**src/rtl/tick_timer_pkg.sv**
```systemverilog
package tick_timer_pkg;
  localparam int unsigned WORD_W = 32;
  localparam int unsigned ADDR_W = 4;

  typedef enum logic [1:0] {
    SLOT_CTRL    = 2'd0,
    SLOT_RELOAD  = 2'd1,
    SLOT_CURRENT = 2'd2,
    SLOT_CALIB   = 2'd3
  } regSlot_e;

  localparam int unsigned BIT_ENABLE = 0;
  localparam int unsigned BIT_IRQEN  = 1;
  localparam int unsigned BIT_SRC    = 2;
  localparam int unsigned BIT_WRAP   = 16;
  localparam int unsigned BIT_NOREF  = 31;
  localparam int unsigned BIT_SKEW   = 30;

  typedef struct packed {
    logic countEvt;
    logic curWrite;
    logic reloadWrite;
    logic ctlRead;
    logic irqArm;
  } tickStrobe_t;
endpackage

```
**src/rtl/tick_timer_refsync.sv**
```systemverilog
module tick_timer_refsync #(
  parameter int unsigned STAGES = 2
) (
  input  logic clk,
  input  logic rstN,
  input  logic refIn,
  output logic riseEvt
);
  localparam int unsigned LAST = STAGES;

  logic [LAST:0] chain;

  always_ff @(posedge clk or negedge rstN) begin
    if (!rstN) chain <= '0;
    else       chain <= {chain[LAST-1:0], refIn};
  end

  assign riseEvt = chain[LAST-1] & ~chain[LAST];
endmodule

```
**src/rtl/tick_timer_ctrl.sv**
```systemverilog
module tick_timer_ctrl
  import tick_timer_pkg::*;
#(
  parameter int unsigned CNT_W       = 24,
  parameter bit          NO_REF      = 1'b0,
  parameter bit          CAL_INEXACT = 1'b1,
  parameter int unsigned TENMS_TICKS = 2500
) (
  input  logic              clk,
  input  logic              rstN,
  input  logic              regSel,
  input  logic              regWr,
  input  logic [ADDR_W-1:0] regAddr,
  input  logic [WORD_W-1:0] regWdata,
  input  logic              refRise,
  input  logic [CNT_W-1:0]  curCount,
  input  logic [CNT_W-1:0]  reloadVal,
  input  logic              wrapFlag,
  output tickStrobe_t       strobe,
  output logic [WORD_W-1:0] regRdata,
  output logic              ctlEnable,
  output logic              ctlSrcCore
);
  localparam logic [CNT_W-1:0] TENMS_FIELD = TENMS_TICKS[CNT_W-1:0];

  regSlot_e slot;
  logic     wordHit;
  logic     wrCtl;
  logic     rdCtl;
  logic     ctlIrqEn;
  logic     unusedWdata;

  assign slot    = regSlot_e'(regAddr[3:2]);
  assign wordHit = regSel && (regAddr[1:0] == 2'b00);
  assign wrCtl   = wordHit && regWr && (slot == SLOT_CTRL);
  assign rdCtl   = wordHit && !regWr && (slot == SLOT_CTRL);

  always_ff @(posedge clk or negedge rstN) begin
    if (!rstN) begin
      ctlEnable <= 1'b0;
      ctlIrqEn  <= 1'b0;
    end else if (wrCtl) begin
      ctlEnable <= regWdata[BIT_ENABLE];
      ctlIrqEn  <= regWdata[BIT_IRQEN];
    end
  end

  generate
    if (NO_REF) begin : g_coreOnly
      assign ctlSrcCore = 1'b1;
    end else begin : g_srcSelect
      logic srcReg;
      always_ff @(posedge clk or negedge rstN) begin
        if (!rstN)      srcReg <= 1'b0;
        else if (wrCtl) srcReg <= regWdata[BIT_SRC];
      end
      assign ctlSrcCore = srcReg;
    end
  endgenerate

  assign unusedWdata = ^{regWdata[WORD_W-1:BIT_SRC+1]};

  always_comb begin
    strobe             = '0;
    strobe.countEvt    = ctlEnable && (ctlSrcCore || refRise);
    strobe.curWrite    = wordHit && regWr && (slot == SLOT_CURRENT);
    strobe.reloadWrite = wordHit && regWr && (slot == SLOT_RELOAD);
    strobe.ctlRead     = rdCtl;
    strobe.irqArm      = ctlIrqEn;
  end

  always_comb begin
    regRdata = '0;
    if (wordHit && !regWr) begin
      unique case (slot)
        SLOT_CTRL: begin
          regRdata[BIT_ENABLE] = ctlEnable;
          regRdata[BIT_IRQEN]  = ctlIrqEn;
          regRdata[BIT_SRC]    = ctlSrcCore;
          regRdata[BIT_WRAP]   = wrapFlag;
        end
        SLOT_RELOAD:  regRdata[CNT_W-1:0] = reloadVal;
        SLOT_CURRENT: regRdata[CNT_W-1:0] = curCount;
        SLOT_CALIB: begin
          regRdata[BIT_NOREF]   = NO_REF;
          regRdata[BIT_SKEW]    = CAL_INEXACT;
          regRdata[CNT_W-1:0]   = TENMS_FIELD;
        end
        default: regRdata = '0;
      endcase
    end
  end
endmodule

```
**src/rtl/tick_timer_dp.sv**
```systemverilog
module tick_timer_dp
  import tick_timer_pkg::*;
#(
  parameter int unsigned CNT_W = 24
) (
  input  logic             clk,
  input  logic             rstN,
  input  tickStrobe_t      strobe,
  input  logic [CNT_W-1:0] wdata,
  output logic [CNT_W-1:0] curCount,
  output logic [CNT_W-1:0] reloadVal,
  output logic             wrapFlag,
  output logic             irqOut
);
  localparam logic [CNT_W-1:0] ONE = CNT_W'(1);

  logic atZero;
  logic hitZero;

  assign atZero  = (curCount == '0);
  assign hitZero = strobe.countEvt && (curCount == ONE);

  always_ff @(posedge clk or negedge rstN) begin
    if (!rstN)                   reloadVal <= '0;
    else if (strobe.reloadWrite) reloadVal <= wdata;
  end

  always_ff @(posedge clk or negedge rstN) begin
    if (!rstN) begin
      curCount <= '0;
      wrapFlag <= 1'b0;
      irqOut   <= 1'b0;
    end else begin
      irqOut <= 1'b0;
      if (strobe.curWrite) begin
        curCount <= '0;
        wrapFlag <= 1'b0;
      end else begin
        if (strobe.countEvt) begin
          if (atZero) curCount <= reloadVal;
          else        curCount <= curCount - ONE;
        end
        if (hitZero) begin
          wrapFlag <= 1'b1;
          irqOut   <= strobe.irqArm;
        end else if (strobe.ctlRead) begin
          wrapFlag <= 1'b0;
        end
      end
    end
  end
endmodule

```
**src/rtl/tick_timer.sv**
```systemverilog
module tick_timer
  import tick_timer_pkg::*;
#(
  parameter int unsigned CNT_W       = 24,
  parameter int unsigned SYNC_STAGES = 2,
  parameter bit          NO_REF      = 1'b0,
  parameter bit          CAL_INEXACT = 1'b1,
  parameter int unsigned TENMS_TICKS = 2500
) (
  input  logic              clk,
  input  logic              rstN,
  input  logic              refClk,
  input  logic              regSel,
  input  logic              regWr,
  input  logic [ADDR_W-1:0] regAddr,
  input  logic [WORD_W-1:0] regWdata,
  output logic [WORD_W-1:0] regRdata,
  output logic              irqOut
);
  tickStrobe_t      strobe;
  logic             refRise;
  logic [CNT_W-1:0] curCount;
  logic [CNT_W-1:0] reloadVal;
  logic             wrapFlag;
  logic             ctlEnable;
  logic             ctlSrcCore;

  tick_timer_refsync #(.STAGES(SYNC_STAGES)) u_sync (
    .clk     (clk),
    .rstN    (rstN),
    .refIn   (refClk),
    .riseEvt (refRise)
  );

  tick_timer_ctrl #(
    .CNT_W       (CNT_W),
    .NO_REF      (NO_REF),
    .CAL_INEXACT (CAL_INEXACT),
    .TENMS_TICKS (TENMS_TICKS)
  ) u_ctrl (
    .clk        (clk),
    .rstN       (rstN),
    .regSel     (regSel),
    .regWr      (regWr),
    .regAddr    (regAddr),
    .regWdata   (regWdata),
    .refRise    (refRise),
    .curCount   (curCount),
    .reloadVal  (reloadVal),
    .wrapFlag   (wrapFlag),
    .strobe     (strobe),
    .regRdata   (regRdata),
    .ctlEnable  (ctlEnable),
    .ctlSrcCore (ctlSrcCore)
  );

  tick_timer_dp #(.CNT_W(CNT_W)) u_dp (
    .clk       (clk),
    .rstN      (rstN),
    .strobe    (strobe),
    .wdata     (regWdata[CNT_W-1:0]),
    .curCount  (curCount),
    .reloadVal (reloadVal),
    .wrapFlag  (wrapFlag),
    .irqOut    (irqOut)
  );
endmodule

```
**config.mk**
```make
export PLATFORM = sky130hd
export DESIGN_NAME = tick_timer
export DESIGN_NICKNAME = d
export VERILOG_FILES = /design/src/rtl/tick_timer_pkg.sv /design/src/rtl/tick_timer_refsync.sv /design/src/rtl/tick_timer_ctrl.sv /design/src/rtl/tick_timer_dp.sv /design/src/rtl/tick_timer.sv
export SDC_FILE = /design/constraint.sdc
export NUM_CORES = 1
export LEC_CHECK = 0
export ABC_AREA = 1
export ABC_CLOCK_PERIOD_IN_PS = 1700
export BUFFER_PORTS_ARGS = -buffer_cell sky130_fd_sc_hd__buf_4
export CORE_UTILIZATION = 50
export DETAILED_ROUTE_END_ITERATION = 10
export GPL_TIMING_DRIVEN = 0
export PLACE_DENSITY = 0.76
export SETUP_SLACK_MARGIN = 0.15
export SLEW_MARGIN = 10
export SYNTH_ARGS = -nofsm -noshare
export SYNTH_HDL_FRONTEND = slang
export SYNTH_SLANG_ARGS = --single-unit
```
**constraint.sdc**
```tcl
create_clock -name clk -period 1.7 [get_ports clk]
set_input_delay 0.34 -clock clk [delete_from_list [all_inputs] [get_ports clk]]
set_output_delay 0.34 -clock clk [all_outputs]
set_load 0.02 [all_outputs]
```
==> impl_metrics.py, run 1 <==
metrics = {
    "drt": {
        "dr.pass1.iters": 8,
        "wire_per_inst_um": 24.2,
        "ant_nets": 0,
        "drt-initial-drc-count": 590,
        "vias": 5010,
        "wl_um": 18300,
        "via_per_inst": 6.60,
        "drc": 0,
    },
    "sta": {
        "rsz0062_at_grt": "true",
        "fin_hold_ws_ns": 0.0553,
        "worst-slew-pin-transition_ns": 0.743,
        "hold_violations": 0,
        "fmax_mhz": 540,
        "setup_viol": 44,
        "slew-limit-headroom_pct": 50.5,
        "timing.final.ws_setup_ns": -0.151,
        "slew_viol_final": 0,
        "fin_crit_sh_pct": 109,
        "skew_ns": 0.00680,
        "fin_crit_ns": 1.85,
    },
    "synthesis": {
        "synth_top_area_share_pct": 37.7,
        "ys.flop_type": "dfrtp_1",
        "synthTopCellsByCount": "164 x nand2_1, 75 x nor2_1, 56 x dfrtp_1",
        "synthArstFlopShare_pct": 100,
        "ys_seq_area_share_pct": 37.7,
        "ys_ff_latch": 56,
        "yosysWarnings": 0,
        "synth_top_cells_by_area": "dfrtp_1 38%, nand2_1 17%, nor2_1 7.6%, inv_1 3.8%, nand3_1 3.8%",
        "synth_edf_count": 0,
        "synth.most_common_cell": "nand2_1",
        "netlist_instances": 506,
        "synth_area_leader_cell": "dfrtp_1",
        "syn_avg_cell_area_um2": 7.35,
        "ys_types": 33,
        "synth.cell_area_um2": 3720,
    },
    "power": {
        "p_leak_nw": 2.93,
        "p_total_mw": 9.82,
        "irDropWorstVdd_mv": 0.764,
        "p_per_area_nw_per_um2": 1560,
    },
    "placement": {
        "portBuffers": 58,
        "hpwl_um": 7480,
        "routabilityCongestion": 0.938,
        "pre_cts_ws_ns": -0.341,
        "placed_cells": 669,
    },
    "setup_path": {
        "worstSetupEndpoint": "regRdata[21]",
        "cp-end-kind": "primary output",
        "worstSetupPathType": "in -> out",
        "worst-path-max-fanout": 10,
        "crit_start": "regAddr[3]",
        "r2r_start": "u_dp.curCount[20]$_DFFE_PN0P_",
        "rr_endpoint": "u_dp.curCount[4]$_DFFE_PN0P_",
        "reg2reg_slack_ns": -0.14,
        "critPathArrivalTime_ns": 1.51,
        "crit_required_ns": 1.36,
        "rr_worst_depth": 8,
        "start_kind": "input pin",
    },
    "layout": {
        "fin_util_pct": 87.3,
        "drive_above_1_share_pct": 50.8,
        "nFillCells": 320,
        "syn_to_final_growth_pct": 69.3,
        "nets": 708,
        "diodes": 0,
        "layout.cells.non_filler": 759,
    },
    "grt": {
        "gr-total-overflow": 0,
        "busiest_layer": "met2",
        "grt_pass1_vias": 4193,
        "grt_max_degree": 57,
        "gr-usage-met3_pct": 7.93,
        "grt_pass1_wl_um": 21400,
        "antenna_found_initial": 0,
        "grt.met2_usage_pct": 62.1,
        "grt.total_usage_pct": 36.8,
        "grt.met1_usage_pct": 42.5,
    },
    "outcome": {
        "failed_checks": "setup timing",
        "outcome": "complete, but fails checks",
    },
    "floorplanning": {
        "core_area_um2": 7210,
        "start_util_pct": 51.5,
        "die-area_um2": 7790,
        "pin_count": 74,
        "die-height_um": 88.2,
        "fp.dieW_um": 88.2,
        "rows": 31,
    },
    "clock_network": {
        "h-tree-depth": 2,
        "cts_made_buffers": 5,
        "cts_tree": "done",
        "cts_sinks": 56,
        "cts.clk_slew.worst_paths_ns": 0.11,
        "insertion_delay_ns": 0.33,
        "clockBufferDepth": 2,
        "hold_buffers": 0,
        "root_buffer": "clkbuf_8",
    },
    "run": {
        "drv_cap": 0,
    },
    "hold_path": {
        "hold_class": "in -> async",
    },
}
## sequential cells by signal, indices dropped and copies added (netlist names)
signal and flops:
u_ctrl.ctlSrcCore 1, u_ctrl.ctlIrqEn 1, u_dp.reloadVal 24, u_ctrl.ctlEnable 1
u_sync.chain 3, u_dp.irqOut 1, u_dp.wrapFlag 1, u_dp.curCount 24
## power breakdown
part           internal, mW  switching [mW]
Sequential             1.72           0.636
Combinational          2.56            3.79
Clock                 0.594           0.519
## cell usage in the layout (no fill, tap or decap), types with 4 or more instances in the layout
master     count
nor2_4        38
nor2_1        36
o21ai_0        8
nor2_2        14
nand3_4        5
nand3_1       24
nand3b_1       7
nand2_4       11
clkbuf_16      4
buf_4        103
xnor2_1        4
a21oi_4       17
ha_4           4
nand2_2       17
inv_6          4
buf_6         35
o21ai_2        4
dfrtp_1       39
inv_1         30
mux2_2         8
buf_8          6
nand4_1        9
nand3_2        4
mux2_1        12
dfrtp_2       17
nand2_1      140
a21oi_2        5
conb_1         7
buf_12         4
clkbuf_8       8
## how the worst min path moves through the flow
stage	endpoint	from	slack, ns
after detailed placement	u_sync.chain[1]$_DFF_PN0_	u_sync.chain[0]$_DFF_PN0_	0.34
after floorplan	u_ctrl.ctlEnable$_DFFE_PN0P_	rstN	0.04
after global placement	u_sync.chain[1]$_DFF_PN0_	u_sync.chain[0]$_DFF_PN0_	0.33
final	u_dp.reloadVal[20]$_DFFE_PN0P_	rstN	0.06
after CTS	u_dp.reloadVal[23]$_DFFE_PN0P_	rstN	0.1
after global routing	u_sync.chain[0]$_DFF_PN0_	refClk	0.11
## final cells by class
cell class                      instances  area (um2)  share of cell area [%]
Sequential cell                        56        1420                    22.6
Tap cell                               99         124                    1.97
Inverter                               38         163                    2.58
Clock inverter                          3        68.8                    1.09
Multi-Input combinational cell        397        2870                    45.6
Timing Repair Buffer                  138        1290                    20.5
Clock buffer                            5        68.8                    1.09
Buffer                                 23         290                    4.61
## metal layers
| metal | vias up | wire length, um |
|---|---|---|
| met2 | 528 | 8320 |
| met4 | 0 | 1790 |
| li1 | 1921 | - |
| met1 | 2352 | 5880 |
| met3 | 209 | 2350 |
| met5 | - | 0 |
## worst max-delay path, cell delays in order
cell      delay (ns)
buf_8           0.11
inv_4           0.06
ha_2            0.18
buf_8           0.15
clkbuf_8        0.19
nand2_1         0.12
a21oi_4         0.21
buf_6           0.14
## stage by stage
stage / setup TNS (ns) / area [um2]
floorplan: 0 / 4080
global placement: -8.13 / 4640
detailed placement: -10.99 / 4640
CTS: -0.510 / 5720
global route: -4.86 / 6300
finish: -2.56 / 6300
## kinds of logic (layout without fill, tap and decap cells)
kind of cell             after synthesis  in the layout  share of synthesized area (%)
AND/OR/NAND/NOR                      309            311                           37.4
buffers and inverters                 61            207                           7.74
XOR/XNOR                               5              5                           1.18
AO/OA/AOI/OAI                         46             46                           7.17
adder cells (fa/ha/maj)                8              8                           2.69
multiplexers                          20             20                           6.06
other                                  1              7                          0.101
flip-flops                            56             56                           37.7
## timing repair
item | 4_1_cts | 5_1_grt
endpoints found under the setup margin | 49 | 53
buffers inserted | 50 | 24
hold endpoints to repair | 0 | 0
resized for setup | 131 | 91
gates cloned | 5 | 3
pin swaps | 43 | 55
Power figures use the tool's default switching activity.
==> inputs of run 2 (changes only) <==
Settings changed: CELL_PAD_IN_SITES_DETAIL_PLACEMENT set to 1, CELL_PAD_IN_SITES_GLOBAL_PLACEMENT set to 1, CORE_UTILIZATION 50 to 36, PLACE_DENSITY 0.76 to unset, PLACE_DENSITY_LB_ADDON set to 0.1.
==> run 2 against run 1 <==
Effect of this change: the run still ends with setup timing left; sequential share of layout area decreased by 0.53 points; clock power fell by 13%; maximum frequency shrank 3.3%; global-route usage is 4.9 points lower; worst setup slack worse by 0.063 ns; clock-buffer cell count up 1; critical path type is now reg -> reg; largest cell class unchanged; highest routed layer unchanged.
==> impl_metrics.py, run 2 (synthesized netlist as in run 1, its figures left out) <==
metrics = {
    "placement": {
        "portBuffers": 58,
        "routabilityCongestion": 0.817,
        "placed_cells": 703,
        "pre_cts_ws_ns": -0.342,
        "hpwl_um": 9240,
    },
    "hold_path": {
        "hold_class": "in -> async",
    },
    "clock_network": {
        "cts.clk_slew.worst_paths_ns": 0.12,
        "cts_tree": "done",
        "clockBufferDepth": 2,
        "root_buffer": "clkbuf_8",
        "cts_made_buffers": 5,
        "h-tree-depth": 2,
        "cts_sinks": 56,
        "insertion_delay_ns": 0.35,
        "hold_buffers": 0,
    },
    "sta": {
        "fin_hold_ws_ns": 0.0307,
        "slew-limit-headroom_pct": 48.5,
        "fin_crit_ns": 1.91,
        "slew_viol_final": 0,
        "fin_crit_sh_pct": 113,
        "rsz0062_at_grt": "true",
        "setup_viol": 47,
        "fmax_mhz": 523,
        "tns_ns": -3.39,
        "timing.final.ws_setup_ns": -0.213,
        "hold_violations": 0,
        "worst-slew-pin-transition_ns": 0.772,
        "skew_ns": 0.0114,
    },
    "run": {
        "drv_cap": 0,
    },
    "layout": {
        "drive_above_1_share_pct": 53.4,
        "diodes": 0,
        "layout.cells.non_filler": 788,
        "layout_common_cells": "134 x nand2_1, 97 x buf_4, 39 x nor2_4, 36 x buf_6, 36 x nor2_1",
        "nets": 703,
        "syn_to_final_growth_pct": 74.3,
        "final_common_cell": "nand2_1",
        "largestRegisters": "u_dp.curCount: 24 flops, u_dp.reloadVal: 24 flops, u_sync.chain: 3 flops",
    },
    "floorplanning": {
        "start_util_pct": 37.5,
        "pin_count": 74,
        "die-height_um": 104,
        "fp.dieW_um": 104,
        "core_area_um2": 9910,
        "die-area_um2": 10700,
        "rows": 36,
    },
    "power": {
        "irDropWorstVdd_mv": 0.578,
        "p_leak_nw": 3.01,
        "p_total_mw": 9.89,
        "p_per_area_nw_per_um2": 1530,
    },
    "drt": {
        "drc": 0,
        "drt-initial-drc-count": 357,
        "wl_um": 20500,
        "ant_nets": 0,
        "wire_per_inst_um": 26.0,
        "via_per_inst": 5.93,
        "vias": 4672,
        "dr.pass1.iters": 5,
    },
    "setup_path": {
        "cp-end-kind": "flip-flop",
        "cp_num_buf_inv": 0,
        "path_common_cell": "nand2_1",
        "critPathArrivalTime_ns": 2.17,
        "path_cells": "nor2_1 -> nand2_2 -> nor2_4 -> xnor2_1 -> nand2_1 -> nand2_1 -> nand2_1",
        "cpMaxStageDelayCell": "dfrtp_2",
        "start_kind": "flip-flop",
        "worstSetupPathType": "reg -> reg",
        "slowest_delay_ns": 0.51,
        "crit_required_ns": 1.96,
        "cp_top_family": "simple AND/OR/NAND/NOR gates",
        "worst-path-max-fanout": 7,
    },
    "outcome": {
        "outcome": "complete, but fails checks",
        "failed_checks": "setup timing",
    },
    "grt": {
        "grt_pass1_wl_um": 26100,
        "antenna_found_initial": 0,
        "gr-total-overflow": 0,
        "grt_max_degree": 57,
        "grt.total_usage_pct": 31.9,
        "grt_pass1_vias": 4634,
    },
}
[run 2: cell types whose count changed in the layout (fill, tap and decap cells not counted), sizes merged]
| cell | before | now |
|---|---|---|
| buf | 152 | 150 |
| bufinv | 2 | 1 |
| clkbuf | 14 | 13 |
| clkinv | 0 | 1 |
| inv | 39 | 38 |
| nand3 | 33 | 32 |
[run 2: cell type report]
class                   instances  area (um2)
fillers                      1109        3430
plain buffers                  23         304
inverters                      38         173
clock buffers                   6        72.6
well taps                     133         166
repair buffers                134        1290
flip-flops and latches         56        1430
clock inverters                 2        35.0
multi-input cells             396        3010
[run 2: report_power, final]
part	internal, mW	switching, mW	total, mW
clock	0.439	0.529	0.969
combinational	2.58	3.90	6.48
sequential	1.73	0.716	2.45
total	4.75	5.14	9.89
[run 2: repair_timing]
| item | 4_1_cts | 5_1_grt |
|---|---|---|
| pin swaps | 52 | 36 |
| setup endpoints to repair | 49 | 52 |
| cloned | 6 | 0 |
| resized for setup | 198 | 73 |
| setup buffers | 42 | 29 |
[run 2: stage by stage]
stage / cell area [um2] / util [%]
6_report: 6480 / 65.4
5_1_grt: 6480 / 65.4
3_3_place_gp: 4680 / 47.3
2_1_floorplan: 4080 / -
3_5_place_dp: 4680 / 47.3
4_1_cts: 5990 / 60.5
[run 2: worst paths after layout]
path	startpoint	end	slack [ns]	depth (start not counted)
setup / recovery	u_dp.curCount[6]$_DFFE_PN0P_	u_dp.curCount[7]$_DFFE_PN0P_	-0.21	7
hold / removal	rstN	u_dp.reloadVal[4]$_DFFE_PN0P_	0.03	1
setup reg to reg	u_dp.curCount[6]$_DFFE_PN0P_	u_dp.curCount[7]$_DFFE_PN0P_	-0.21	7
hold reg to reg	u_sync.chain[0]$_DFF_PN0_	u_sync.chain[1]$_DFF_PN0_	0.38	0
max in group asynchronous	rstN	u_dp.curCount[3]$_DFFE_PN0P_	1.09	1
min in group clk	refClk	u_sync.chain[0]$_DFF_PN0_	0.11	1
[run 2: layer usage]
metal / GRT usage [%] / routed length [um]
met1: 38.6 / 7610
met2: 54.4 / 9730
met3: 5.41 / 1690
met4: 16.6 / 1470
met5: 0 / 0
==> inputs of run 3 (changes only) <==
Settings changed: CTS_BUF_LIST set to sky130_fd_sc_hd__clkbuf_16.
==> run 3 against run 2 <==
Effect of this change: die area unchanged; routed wire length increased by 0.46%; first-iteration DRC count increased by 10%; clock-buffer cell count decreased by 1; combinational power increased by 0.8%; core utilization increased by 0.51 points; critical endpoint is now u_dp.curCount[18]$_DFFE_PN0P_; power increased by 3.6%; non-clock buffer count decreased by 1; the run still ends with setup timing left.
==> impl_metrics.py, run 3 (synthesized netlist as in run 1, its figures left out) <==
metrics = {
    "outcome": {
        "outcome": "complete, but fails checks",
        "failed_checks": "setup timing",
    },
    "floorplanning": {
        "core_area_um2": 9910,
        "die-area_um2": 10700,
        "pin_count": 74,
        "rows": 36,
        "die-height_um": 104,
        "start_util_pct": 37.5,
        "fp.dieW_um": 104,
    },
    "placement": {
        "portBuffers": 58,
        "placed_cells": 703,
        "dpl-instance-area_um2": 4680,
        "routabilityCongestion": 0.817,
        "hpwl_um": 9240,
        "pre_cts_ws_ns": -0.342,
    },
    "drt": {
        "ant_nets": 0,
        "highest_layer": "met4",
        "dr_wl_met2_um": 9820,
        "drt-initial-drc-count": 394,
        "wl_met1_um": 7910,
        "wl_um": 20600,
        "wire_per_inst_um": 26.2,
        "drc": 0,
        "vias": 4586,
        "dr.pass1.iters": 5,
        "wl_met3_um": 1540,
        "via_per_inst": 5.83,
    },
    "setup_path": {
        "cp-end-kind": "flip-flop",
        "start_kind": "flip-flop",
        "critPathArrivalTime_ns": 2.10,
        "worstSetupPathType": "reg -> reg",
        "worst-path-max-fanout": 5,
        "reg2reg_slack_ns": -0.16,
        "crit_required_ns": 1.94,
        "r2r_start": "u_dp.curCount[1]$_DFFE_PN0P_",
        "rr_worst_depth": 10,
        "rr_endpoint": "u_dp.curCount[18]$_DFFE_PN0P_",
    },
    "power": {
        "p_leak_nw": 3.05,
        "p_per_area_nw_per_um2": 1570,
        "irDropWorstVdd_mv": 0.822,
        "p_total_mw": 10.2,
    },
    "clock_network": {
        "insertion_delay_ns": 0.31,
        "cts_made_buffers": 5,
        "cts.clk_slew.worst_paths_ns": 0.08,
        "root_buffer": "clkbuf_16",
        "cts_tree": "done",
        "h-tree-depth": 2,
        "clockBufferDepth": 2,
        "cts_sinks": 56,
    },
    "grt": {
        "antenna_found_initial": 0,
        "gr-total-overflow": 0,
        "grt_pass1_vias": 4363,
        "grt_pass1_wl_um": 24500,
        "grt.total_usage_pct": 29.7,
        "grt_max_degree": 57,
    },
    "sta": {
        "hold_violations": 0,
        "fin_hold_ws_ns": 0.0981,
        "tns_ns": -2.65,
        "worst-slew-pin-transition_ns": 0.779,
        "rsz0062_at_grt": "true",
        "fmax_mhz": 539,
        "timing.final.ws_setup_ns": -0.156,
        "slew_viol_final": 0,
        "fin_crit_sh_pct": 109,
        "fin_crit_ns": 1.86,
        "slew-limit-headroom_pct": 48.0,
        "skew_ns": 0.00801,
        "setup_viol": 40,
    },
    "run": {
        "drv_cap": 0,
    },
    "layout": {
        "syn_to_final_growth_pct": 75.6,
        "fin_util_pct": 65.9,
        "final_common_cell": "nand2_1",
        "drive_above_1_share_pct": 56.3,
        "largestRegisters": "u_dp.curCount: 24 flops, u_dp.reloadVal: 24 flops, u_sync.chain: 3 flops",
        "nets": 702,
        "diodes": 0,
        "layout_common_cells": "120 x nand2_1, 93 x buf_4, 41 x buf_6, 38 x nor2_4, 35 x dfrtp_1",
        "fin_area_um2": 6530,
        "layout.cells.non_filler": 787,
    },
    "hold_path": {
        "hold_class": "in -> async",
    },
}
[run 3: changes by cell type in the layout (fill, tap and decap cells not counted), moves of 5 or more]
cell,delta
nand2_2,+13
nand2_1,-14
buf_6,+5
clkbuf_8,-5
clkbuf_16,+5
nand3_2,+7
nor2_2,+5
[run 3: worst max path at each step]
stage                                 startpoint                             to  slack [ns]  depth (start not counted)
floorplan                             regAddr[0]                   regRdata[17]        0.05                          5
CTS                                   regAddr[2]                    regRdata[7]       -0.07                          8
finish              u_dp.curCount[1]$_DFFE_PN0P_  u_dp.curCount[18]$_DFFE_PN0P_       -0.16                         10
global route        u_dp.curCount[1]$_DFFE_PN0P_  u_dp.curCount[18]$_DFFE_PN0P_       -0.17                         10
global placement                      regAddr[0]                   regRdata[22]       -0.29                          7
detailed placement                    regAddr[0]                   regRdata[17]       -0.34                          7
[run 3: area by class of cell]
class / count / area, um2
fillers: 1091 / 3380
multi-input cells: 396 / 3000
flip-flops and latches: 56 / 1430
repair buffers: 133 / 1290
plain buffers: 23 / 305
inverters: 38 / 173
well taps: 133 / 166
clock buffers: 5 / 125
clock inverters: 3 / 38.8
[run 3: layer usage]
metal / up-vias / GRT usage (%)
met5: - / 0
met2: 291 / 51.5
met3: 106 / 3.90
met4: 0 / 12.6
li1: 1910 / -
met1: 2279 / 36.8
[run 3: report_power, final]
| group | internal (mW) | leakage [nW] | switching, mW |
|---|---|---|---|
| registers | 1.73 | 0.694 | 0.763 |
| clock network | 0.690 | 0.0850 | 0.540 |
| logic | 2.62 | 2.27 | 3.91 |
[run 3: worst max-delay path, cell delays in order (launching register included)]
cell	delay, ns
dfrtp_2	0.47
inv_4	0.10
buf_6	0.11
ha_4	0.19
nand2_4	0.10
nor2_4	0.22
buf_6	0.14
nand4_1	0.11
nand3_1	0.14
nand2_1	0.11
nand2_1	0.09
[run 3: repair_timing]
item,in CTS,in global routing
pin swaps,52,56
gates cloned,6,0
endpoints found under the setup margin,49,53
buffers inserted,37,33
gates resized for setup,173,112
hold buffers,0,0
